### src/rtl/int_alu_pkg.sv
package int_alu_pkg;

  typedef enum logic [2:0] {
    OP_AND = 3'b000,
    OP_OR  = 3'b001,
    OP_ADD = 3'b010,
    OP_SUB = 3'b110,
    OP_SLT = 3'b111
  } alu_op_e;

  // Slice output selector, taken from the low two bits of the code.
  localparam logic [1:0] SEL_AND  = 2'b00;
  localparam logic [1:0] SEL_OR   = 2'b01;
  localparam logic [1:0] SEL_SUM  = 2'b10;
  localparam logic [1:0] SEL_LESS = 2'b11;

  function automatic logic op_is_legal(input logic [2:0] op);
    return (op == OP_AND) || (op == OP_OR) || (op == OP_ADD) ||
           (op == OP_SUB) || (op == OP_SLT);
  endfunction

  function automatic logic op_is_arith(input logic [2:0] op);
    return (op == OP_ADD) || (op == OP_SUB) || (op == OP_SLT);
  endfunction

endpackage

### src/rtl/int_alu_adder.sv
module int_alu_adder #(
  parameter int WIDTH = 32
) (
  input  logic [WIDTH-1:0] x_i,
  input  logic [WIDTH-1:0] y_i,
  input  logic             cin_i,
  output logic [WIDTH-1:0] sum_o,
  output logic             c_msb_in_o,
  output logic             c_msb_out_o
);
  localparam int EXT = WIDTH + 1;

  logic [EXT-1:0] full;

  always_comb begin
    full        = {1'b0, x_i} + {1'b0, y_i} + {{(EXT-1){1'b0}}, cin_i};
    sum_o       = full[WIDTH-1:0];
    c_msb_out_o = full[WIDTH];
    // The carry entering the top position is recovered from its sum bit.
    c_msb_in_o  = x_i[WIDTH-1] ^ y_i[WIDTH-1] ^ full[WIDTH-1];
  end
endmodule

### src/rtl/int_alu_slice.sv
module int_alu_slice
  import int_alu_pkg::*;
(
  input  logic       a_i,
  input  logic       b_i,
  input  logic       sum_i,
  input  logic       less_i,
  input  logic [1:0] sel_i,
  output logic       res_o
);
  always_comb begin
    unique case (sel_i)
      SEL_AND:  res_o = a_i & b_i;
      SEL_OR:   res_o = a_i | b_i;
      SEL_SUM:  res_o = sum_i;
      default:  res_o = less_i;
    endcase
  end
endmodule

### src/rtl/int_alu.sv
module int_alu
  import int_alu_pkg::*;
#(
  parameter int WIDTH = 32
) (
  input  logic [WIDTH-1:0] opa_i,
  input  logic [WIDTH-1:0] opb_i,
  input  logic [2:0]       op_i,
  output logic [WIDTH-1:0] res_o,
  output logic             zero_o,
  output logic             ovf_o,
  output logic             cout_o
);
  localparam int MSB = WIDTH - 1;

  logic             binv;
  logic [WIDTH-1:0] b_eff;
  logic [WIDTH-1:0] sum;
  logic             c_in_top;
  logic             c_out_top;
  logic             raw_ovf;
  logic             less_bit;
  logic [WIDTH-1:0] slice_res;
  logic             legal;

  assign binv  = op_i[2];
  assign b_eff = opb_i ^ {WIDTH{binv}};

  int_alu_adder #(.WIDTH(WIDTH)) u_adder (
    .x_i        (opa_i),
    .y_i        (b_eff),
    .cin_i      (binv),
    .sum_o      (sum),
    .c_msb_in_o (c_in_top),
    .c_msb_out_o(c_out_top)
  );

  assign raw_ovf  = c_in_top ^ c_out_top;
  assign less_bit = sum[MSB] ^ raw_ovf;

  for (genvar i = 0; i < WIDTH; i++) begin : g_slice
    if (i == 0) begin : g_lsb
      int_alu_slice u_slice (
        .a_i   (opa_i[i]),
        .b_i   (opb_i[i]),
        .sum_i (sum[i]),
        .less_i(less_bit),
        .sel_i (op_i[1:0]),
        .res_o (slice_res[i])
      );
    end else begin : g_upper
      int_alu_slice u_slice (
        .a_i   (opa_i[i]),
        .b_i   (opb_i[i]),
        .sum_i (sum[i]),
        .less_i(1'b0),
        .sel_i (op_i[1:0]),
        .res_o (slice_res[i])
      );
    end
  end

  assign legal  = op_is_legal(op_i);
  assign res_o  = legal ? slice_res : '0;
  assign zero_o = ~|res_o;
  assign ovf_o  = op_is_arith(op_i) & raw_ovf;
  assign cout_o = c_out_top;
endmodule

### config.mk
export PLATFORM = sky130hd
export DESIGN_NAME = int_alu
export DESIGN_NICKNAME = d
export VERILOG_FILES = /design/src/rtl/int_alu_pkg.sv /design/src/rtl/int_alu_adder.sv /design/src/rtl/int_alu_slice.sv /design/src/rtl/int_alu.sv
export SDC_FILE = /design/constraint.sdc
export NUM_CORES = 1
export LEC_CHECK = 0
export ABC_AREA = 1
export BUFFER_PORTS_ARGS = -buffer_cell sky130_fd_sc_hd__buf_2
export CAP_MARGIN = 5
export CORE_MARGIN = 8
export CORE_UTILIZATION = 55
export DETAILED_ROUTE_END_ITERATION = 7
export PLACE_DENSITY = 0.91
export SLEW_MARGIN = 20
export SYNTH_ARGS = -nofsm -noshare
export SYNTH_HDL_FRONTEND = slang
export SYNTH_HIERARCHICAL = 1
export SYNTH_SLANG_ARGS = --single-unit
### constraint.sdc
create_clock -name vclk -period 5.56
set_clock_uncertainty 0.1 [all_clocks]
set_input_delay 0 -clock vclk [all_inputs]
set_output_delay 0 -clock vclk [all_outputs]
set_load 0.05 [all_outputs]
==> flow_summary.toml, run 1 <==
[layout]
clkbuf_count = 0
ff_latch_count = 0
filler_cell_count = 871
antennaDiodeCount = 0
mostFrequentLayoutCell = "sky130_fd_sc_hd__nand2_1"
seqCellArea_sq_um = 0
layout-area-overhead-vs-synth_pct = 15.44
final_net_count = 1263
layoutNonFillerInstCount = 1266
layout_common_cells = "sky130_fd_sc_hd__nand2_1 (429), sky130_fd_sc_hd__inv_1 (245), sky130_fd_sc_hd__nor2_1 (140)"
drive_gt1_frac = 0.1068
final_cell_area_sq_mm = 0.005389

[clock_tree]
cts.hold.buffers_added = 0
cts.repair_timing.setup_buffer_count = 0
cts.repair.resized = 0

[pwr]
power_leakage_uw = 0.003757
ir_drop_v = 0.00008563
power.density_mw_per_mm2 = 147.6

[worst_setup_path]
path_delay_family = "simple AND/OR/NAND/NOR gates"
timing.critical_path.mode_cell = "sky130_fd_sc_hd__nand2_1"
timing.critical_path.to_type = "primary output"
cpPeakStageDelay_ns = 0.76
launching_instance_or_port_of_the_critical_path = "op_i[2]"
endpoint = "zero_o"
worst-endpoint-arrival_ns = 4.06
crit_chain = "buf_2 > xor2_1 > fa_1 > fa_1 > nand3_1 > nand3_1 > nand2_1 > nand2_2 > nand3_1 > nand3_1 > nand2_1 > nand2_1 > xnor2_1 > xnor2_1 > inv_1 > nand2_1 > nand3_1 > nand2_1 > o21ai_0 > nand2_1 > nor2_1 > nand2_1 > nor2_1 > buf_2"
worst-path-stages = 24
cp.buffers_inverters = 3
critPathLaunchType = "input port"
critical-path-slowest-cell = "sky130_fd_sc_hd__buf_2"
timing.critical_path.fanout_max = 35
timing.setup.critical_path_class = "in -> out"
timing.critical_path.required_ns = 5.46

[floorplan]
dieArea_sq_mm = 0.01169
num_rows = 33
start_util = 0.5681
number_of_placed_i_o_pins = 102
die_height_um = 108.1
die_width_um = 108.1
coreArea_sq_mm = 0.008217

[grt]
groute.usage.overall = 0.2311
grt_pass1_vias = 5257
globalRoute.totalOverflow = 0
grt_start_max_net_pins = 39
grt_antenna_before_repair = 0
first_pass_grt_wire_length_um = 23250

[logic_synthesis]
gate_count_after_technology_mapping = 1035
post_synth_instance_area_sq_mm = 0.004668
synth_top_family_by_area = "simple AND/OR/NAND/NOR gates"
ys_warn_count = 6
synth.avg_cell_area_sq_um = 4.510
synth_mux_area_frac = 0
yosys-top-cells-area = "sky130_fd_sc_hd__nand2_1 (34%), sky130_fd_sc_hd__inv_1 (20%), sky130_fd_sc_hd__nor2_1 (11%)"
synth_xor_xnor_area_share = 0.09193
synth.top_cell.area_share = 0.3449
synth_simple_gate_area_share = 0.5634
synth_cell_types = 28
synth_largest_area_cell = "sky130_fd_sc_hd__nand2_1"
synthAdderAreaFrac = 0.09166
synth_area_in_compound_gates = 0.04396
yosysSeqAreaShare = 0

[timing]
slew_viol_final = 0
final_count_of_hold_timing_violations = 0
post-route-worst-setup-slack_ns = 1.404
fin_hold_ws_ns = 0.4975
finalCritPeriodShare = 0.7475
minimum_clock_period_ns = 4.156
max_freq_mhz = 240.6
worst_pin_slew_ns = 1.049
max-slew-margin-rel = 0.2998
setup_violations_final = 0
fin_setup_tns_ns = 0
rsz0062_at_grt = "no"

[routing]
vias = 5864
final_wirelength_um = 13560
wl_per_cell_um = 10.71
post_drt_via_cell_ratio = 4.632
drc = 0
first_iter_violations = 380
postRouteAntennaNets = 0
dr.pass1.iters = 5

[placed_design]
inst_count_dp = 1266
port_buffer_cells = 102
place.detailed.hpwl_um = 11440
gp_congestion = 1.004
placed_area_sq_mm = 0.005389
place_ws_ns = 1.413

[worst_hold_path]
hold_class = "in -> out"

[outcome]
result_of_the_run = "finished, final reports clean"

[run]
max-cap-violations = 0
[report_power, final]
| group | switching (uW) | total (uW) | internal (uW) | leakage [uW] |
|---|---|---|---|---|
| logic | 542 | 795 | 253 | 0.00376 |
| registers | 0 | 0 | 0 | 0 |
| clock network | 0 | 0 | 0 | 0 |
| total | 542 | 795 | 253 | 0.00376 |
[cell families (layout without fill, tap and decap cells)]
group | after synthesis | count (layout)
xor+xnor | 49 | 49
other cells | 1 | 31
simple gates | 658 | 658
fa+ha+maj | 33 | 33
buf+inv | 254 | 350
compound gates | 40 | 40
[worst min-delay path, cell delays in order]
cell and delay (ns):
sky130_fd_sc_hd__buf_2 0.12, sky130_fd_sc_hd__nand2_1 0.05, sky130_fd_sc_hd__nand2_1 0.04, sky130_fd_sc_hd__nand2_1 0.06
sky130_fd_sc_hd__nand2_1 0.05, sky130_fd_sc_hd__inv_1 0.05, sky130_fd_sc_hd__nor2_1 0.03, sky130_fd_sc_hd__buf_2 0.20
[metrics by stage]
step | total power, uW | utilization
2_1_floorplan | 591.9 | -
3_3_place_gp | 778.2 | 0.6559
3_5_place_dp | 783.2 | 0.6559
4_1_cts | 787.5 | 0.6559
5_1_grt | 899.7 | 0.6559
6_report | 795.2 | 0.6559
[synthesized netlist by cell type, drive strengths merged]
| cell type | instances |
|---|---|
| nor4 | 1 |
| fa | 2 |
| conb | 1 |
| inv | 246 |
| ha | 31 |
| nor3b | 1 |
| xor2 | 46 |
| nor3 | 6 |
| nand3 | 60 |
| buf | 8 |
| o21ai | 17 |
| nand2 | 443 |
| o21bai | 1 |
| xnor2 | 3 |
| a21oi | 21 |
| nor2 | 142 |
| nand4 | 3 |
| a21o | 1 |
| nand3b | 1 |
| or2 | 1 |
[per-layer routing]
metal	global-route usage	vias to the layer above	part of all wire
met3	0.009518	10	0.066
met5	0	-	0
met4	0.02577	0	0.0094
li1	-	3236	-
met1	0.3257	2449	0.49
met2	0.3888	169	0.43
[how the worst min path moves through the flow]
stage,startpoint,endpoint,cells after the start
6_report,opb_i[30],res_o[30],8
5_1_grt,opb_i[26],res_o[26],8
4_1_cts,opb_i[17],res_o[17],8
3_5_place_dp,opb_i[30],res_o[30],8
3_3_place_gp,opb_i[17],res_o[17],8
2_1_floorplan,op_i[1],ovf_o,2
[layout make-up]
| type | instances | area [sq um] | share of cell area |
|---|---|---|---|
| multi-input cells | 811 | 3809 | 0.7068 |
| inverters | 246 | 923.4 | 0.1713 |
| repair buffers | 104 | 525.5 | 0.09752 |
| well taps | 105 | 131.4 | 0.02438 |
Power figures use the tool's default switching activity.
==> run 2, diff against run 1 <==
--- a/config.mk
+++ b/config.mk
@@ -9,7 +9,7 @@
 export BUFFER_PORTS_ARGS = -buffer_cell sky130_fd_sc_hd__buf_2
 export CAP_MARGIN = 5
 export CORE_MARGIN = 8
-export CORE_UTILIZATION = 55
+export CORE_UTILIZATION = 53
 export DETAILED_ROUTE_END_ITERATION = 7
 export PLACE_DENSITY = 0.91
 export SLEW_MARGIN = 20
==> constraint.sdc (replaced) <==
create_clock -name vclk -period 3.6
set_clock_uncertainty 0.1 [all_clocks]
set_input_delay 0 -clock vclk [all_inputs]
set_output_delay 0 -clock vclk [all_outputs]
set_load 0.05 [all_outputs]
==> flow_summary.toml, run 2 (synthesis results as in run 1) <==
[worst_setup_path]
worst-endpoint-arrival_ns = 3.12
timing.critical_path.required_ns = 3.50
timing.critical_path.to_type = "primary output"
cp.buffers_inverters = 3
timing.critical_path.mode_cell = "sky130_fd_sc_hd__nand2_1"
timing.setup.critical_path_class = "in -> out"
critPathLaunchType = "input port"
cpPeakStageDelay_ns = 0.41
path_delay_family = "simple AND/OR/NAND/NOR gates"
timing.critical_path.fanout_max = 4
crit_chain = "buf_2 > xor2_1 > fa_2 > fa_2 > nand3_1 > nand3_1 > nand2_1 > nand2_2 > nand3_1 > nand3_1 > nand2_1 > nand2_1 > xnor2_2 > xnor2_1 > inv_1 > nand2_1 > nand3_1 > nand2_1 > o21ai_0 > nand2_1 > nor2_1 > nand2_1 > nor2_2 > buf_6"
critical-path-slowest-cell = "sky130_fd_sc_hd__fa_2"

[layout]
drive_gt1_frac = 0.1133
antennaDiodeCount = 0
mostFrequentLayoutCell = "sky130_fd_sc_hd__nand2_1"
layout-area-overhead-vs-synth_pct = 17.26
final_util = 0.6339
layout_common_cells = "sky130_fd_sc_hd__nand2_1 (429), sky130_fd_sc_hd__inv_1 (244), sky130_fd_sc_hd__nor2_1 (139)"
seqCellArea_sq_um = 0
final_net_count = 1267
multi_input_area_sq_mm = 0.003824
filler_cell_count = 913
ff_latch_count = 0
clkbuf_count = 0

[grt]
first_pass_grt_wire_length_um = 23030
grt_pass1_vias = 5223
grt_antenna_before_repair = 0
met2_usage = 0.3823
grt_start_max_net_pins = 41
grt_util_met1 = 0.3209
grtUsageMet3 = 0.005862
groute.usage.overall = 0.2263
gr-max-usage-layer = "met2"
globalRoute.totalOverflow = 0

[pwr]
clkPwrFrac = 0
power.density_mw_per_mm2 = 227.4
internal-power_uw = 400.7
total_power_uw = 1245
share_seq_of_total_power = 0
comb_power_share = 1.000
power_leakage_uw = 0.003788
ir_drop_v = 0.0001426
power.switching_uw = 844.1
power.share.switching = 0.6781

[floorplan]
num_rows = 34
start_util = 0.5406
coreArea_sq_mm = 0.008636
die_height_um = 109.9
die_width_um = 109.9
dieArea_sq_mm = 0.01207
number_of_placed_i_o_pins = 102

[timing]
fin_setup_tns_ns = 0
finalCritPeriodShare = 0.8957
final_count_of_hold_timing_violations = 0
minimum_clock_period_ns = 3.224
worst_pin_slew_ns = 0.9332
max-slew-margin-rel = 0.3740
max_freq_mhz = 310.1
setup_violations_final = 0
slew_viol_final = 0
post-route-worst-setup-slack_ns = 0.3756

[routing]
wl_per_cell_um = 11.01
vias = 5917
post_drt_via_cell_ratio = 4.648
drc = 0
postRouteAntennaNets = 0
final_wirelength_um = 14010
dr.pass1.iters = 5
first_iter_violations = 366

[placed_design]
place.detailed.hpwl_um = 11590
place_ws_ns = 0.2108
gp_congestion = 0.9407
port_buffer_cells = 102

[run]
max-cap-violations = 0

[worst_hold_path]
hold_class = "in -> out"

[outcome]
result_of_the_run = "finished, final reports clean"

[clock_tree]
cts.hold.buffers_added = 0
run 2: cell types whose count changed in the layout (fill, tap and decap cells not counted), sizes merged:
cell / before / now
inv: 246 / 245
clkbuf: 0 / 1
buf: 104 / 107
clkinv: 0 / 1
run 2: routing by layer:
layer  vias to the layer above  wire length [um]
met1                      2511              6855
met3                        10               747
met4                         0               113
met5                         -                 0
met2                       155              6295
li1                       3241                 -
run 2: cell type report:
type               count  share of cell area
well taps            108             0.02469
repair buffers       108              0.1081
multi-input cells    811              0.6985
inverters            246              0.1687
run 2: through the flow:
step	cell area [sq um]	instances	hold WS [ns]
2_1_floorplan	4783	1065	0.1286
3_3_place_gp	5430	1272	0.4911
3_5_place_dp	5430	1272	0.4912
4_1_cts	5430	1272	0.4937
5_1_grt	5474	1273	0.5518
6_report	5474	1273	0.4941
run 2: timing repair:
item / 4_1_cts / 5_1_grt
resized for setup: 0 / 6
setup buffers: 0 / 0
endpoints found under the setup margin: 0 / 1
run 2: worst min-delay path, stage by stage:
cell and delay, ns:
sky130_fd_sc_hd__buf_2 0.12, sky130_fd_sc_hd__nand2_1 0.05, sky130_fd_sc_hd__nand2_1 0.04, sky130_fd_sc_hd__nand2_1 0.05, sky130_fd_sc_hd__nand2_1 0.05, sky130_fd_sc_hd__inv_1 0.05, sky130_fd_sc_hd__nor2_1 0.03, sky130_fd_sc_hd__buf_2 0.20
run 2: power by group through the flow:
stage	clock network [uW]	logic, uW	registers [uW]
floorplan	0	914	0
global placement	0	1210	0
detailed placement	0	1220	0
CTS	0	1220	0
global route	0	1400	0
finish	0	1240	0
run 2: worst paths after layout:
kind / from / to / slack [ns] / cells past startpoint
setup / recovery: op_i[2] / zero_o / 0.38 / 24
hold / removal: opb_i[29] / res_o[29] / 0.49 / 8
==> run 3, diff against run 2 <==
--- a/config.mk
+++ b/config.mk
@@ -8,10 +8,12 @@
 export ABC_AREA = 1
 export BUFFER_PORTS_ARGS = -buffer_cell sky130_fd_sc_hd__buf_2
 export CAP_MARGIN = 5
+export CELL_PAD_IN_SITES_DETAIL_PLACEMENT = 2
+export CELL_PAD_IN_SITES_GLOBAL_PLACEMENT = 2
 export CORE_MARGIN = 8
-export CORE_UTILIZATION = 53
+export CORE_UTILIZATION = 24
 export DETAILED_ROUTE_END_ITERATION = 7
-export PLACE_DENSITY = 0.91
+export PLACE_DENSITY = 0.92
 export SLEW_MARGIN = 20
 export SYNTH_ARGS = -nofsm -noshare
 export SYNTH_HDL_FRONTEND = slang
==> flow_summary.toml, run 3 (synthesis results as in run 1) <==
[outcome]
result_of_the_run = "finished, final reports clean"

[grt]
globalRoute.totalOverflow = 0
first_pass_grt_wire_length_um = 37500
grt_antenna_before_repair = 0
grtUsageMet3 = 0.01082
met2_usage = 0.3599
grt_util_met1 = 0.2319
grt_start_max_net_pins = 40
grt_pass1_vias = 7166
groute.usage.overall = 0.1893
gr-max-usage-layer = "met2"

[pwr]
power.density_mw_per_mm2 = 245.6
total_power_uw = 1408
power.switching_uw = 985.4
share_seq_of_total_power = 0
power_leakage_uw = 0.003827
clkPwrFrac = 0
power.share.switching = 0.6997
ir_drop_v = 0.00005086
internal-power_uw = 422.9
comb_power_share = 1.000

[layout]
filler_cell_count = 2722
seqCellArea_sq_um = 0
layout-area-overhead-vs-synth_pct = 22.84
ff_latch_count = 0
layout_common_cells = "sky130_fd_sc_hd__nand2_1 (429), sky130_fd_sc_hd__inv_1 (245), sky130_fd_sc_hd__nor2_1 (139)"
antennaDiodeCount = 0
mostFrequentLayoutCell = "sky130_fd_sc_hd__nand2_1"
drive_gt1_frac = 0.1187
clkbuf_count = 0
final_net_count = 1273
final_util = 0.2976

[routing]
postRouteAntennaNets = 0
post_drt_via_cell_ratio = 4.488
dr.pass1.iters = 4
wl_per_cell_um = 16.44
drc = 0
vias = 6445
first_iter_violations = 181
final_wirelength_um = 23600

[timing]
final_count_of_hold_timing_violations = 0
rsz0062_at_grt = "no"
setup_violations_final = 0
max-slew-margin-rel = 0.4015
finalCritPeriodShare = 0.9419
fin_setup_tns_ns = 0
slew_viol_final = 0
minimum_clock_period_ns = 3.391
max_freq_mhz = 294.9
worst_pin_slew_ns = 0.8977

[floorplan]
dieArea_sq_mm = 0.02417
die_width_um = 155.5
number_of_placed_i_o_pins = 102
die_height_um = 155.5
start_util = 0.2422
num_rows = 51
coreArea_sq_mm = 0.01927

[worst_setup_path]
timing.critical_path.required_ns = 3.50
path_delay_family = "simple AND/OR/NAND/NOR gates"
cpPeakStageDelay_ns = 0.42
critical-path-slowest-cell = "sky130_fd_sc_hd__fa_2"
worst-path-stages = 24
endpoint = "zero_o"
timing.critical_path.mode_cell = "sky130_fd_sc_hd__nand2_1"
critPathLaunchType = "input port"
crit_chain = "clkbuf_4 > xor2_1 > fa_2 > fa_2 > nand3_1 > nand3_1 > nand2_1 > nand2_2 > nand3_1 > nand3_1 > nand2_1 > nand2_1 > xnor2_2 > xnor2_1 > inv_1 > nand2_1 > nand3_1 > nand2_1 > o21ai_0 > nand2_1 > nor2_1 > nand2_1 > nor2_2 > buf_6"
launching_instance_or_port_of_the_critical_path = "op_i[2]"
timing.critical_path.fanout_max = 4
worst-endpoint-arrival_ns = 3.29
cp.buffers_inverters = 3
timing.critical_path.to_type = "primary output"
timing.setup.critical_path_class = "in -> out"

[worst_hold_path]
hold_class = "in -> out"

[placed_design]
gp_congestion = 0.8945
port_buffer_cells = 102
place.detailed.hpwl_um = 20670

[clock_tree]
cts.hold.buffers_added = 0

[run]
max-cap-violations = 0
## run 3: repair_timing
item | in CTS | in global routing
hold endpoints to repair | 0 | 0
buffers inserted | 0 | 1
setup endpoints to repair | 0 | 2
gates resized for setup | 0 | 8
## run 3: worst min-delay path: stages
cell and delay (ns):
sky130_fd_sc_hd__buf_2 0.12, sky130_fd_sc_hd__nand2_1 0.06, sky130_fd_sc_hd__nand2_1 0.04, sky130_fd_sc_hd__nand2_1 0.06, sky130_fd_sc_hd__nand2_1 0.06, sky130_fd_sc_hd__inv_1 0.05, sky130_fd_sc_hd__nor2_1 0.04, sky130_fd_sc_hd__buf_2 0.20
## run 3: final cells by class
| cell class | instances | area, sq um | share of cell area |
|---|---|---|---|
| Tap cell | 265 | 331.6 | 0.05782 |
| Inverter | 246 | 923.4 | 0.1610 |
| Multi-Input combinational cell | 811 | 3827 | 0.6675 |
| Timing Repair Buffer | 114 | 651.9 | 0.1137 |
## run 3: power groups by stage
| stage | sequential (uW) | combinational [uW] | clock [uW] |
|---|---|---|---|
| 4_1_cts | 0 | 1400 | 0 |
| 5_1_grt | 0 | 1560 | 0 |
| 3_3_place_gp | 0 | 1300 | 0 |
| 2_1_floorplan | 0 | 914 | 0 |
| 3_5_place_dp | 0 | 1390 | 0 |
| 6_report | 0 | 1410 | 0 |
## run 3: layer usage
metal	vias up	wire, um
li1	3249	-
met1	3094	10500
met2	78	12050
met3	24	588
met4	0	467
met5	-	0
## run 3: how the worst min path moves through the flow
stage / start / slack, ns / endpoint / cells past startpoint
2_1_floorplan: op_i[1] / 0.13 / ovf_o / 2
3_3_place_gp: opb_i[17] / 0.50 / res_o[17] / 8
3_5_place_dp: opb_i[16] / 0.54 / res_o[16] / 8
4_1_cts: opb_i[16] / 0.54 / res_o[16] / 8
5_1_grt: opb_i[13] / 0.60 / res_o[13] / 8
6_report: opb_i[17] / 0.53 / res_o[17] / 8
## run 3: through the flow
step	hold slack, ns	instance area (sq um)	setup slack [ns]	cells
after floorplan	0.1286	4783	0.01408	1065
after global placement	0.5030	5677	0.2032	1434
after detailed placement	0.5376	5677	0.01982	1434
after CTS	0.5399	5677	0.005176	1434
after global routing	0.5967	5734	0.01963	1436
final	0.5291	5734	0.2093	1436
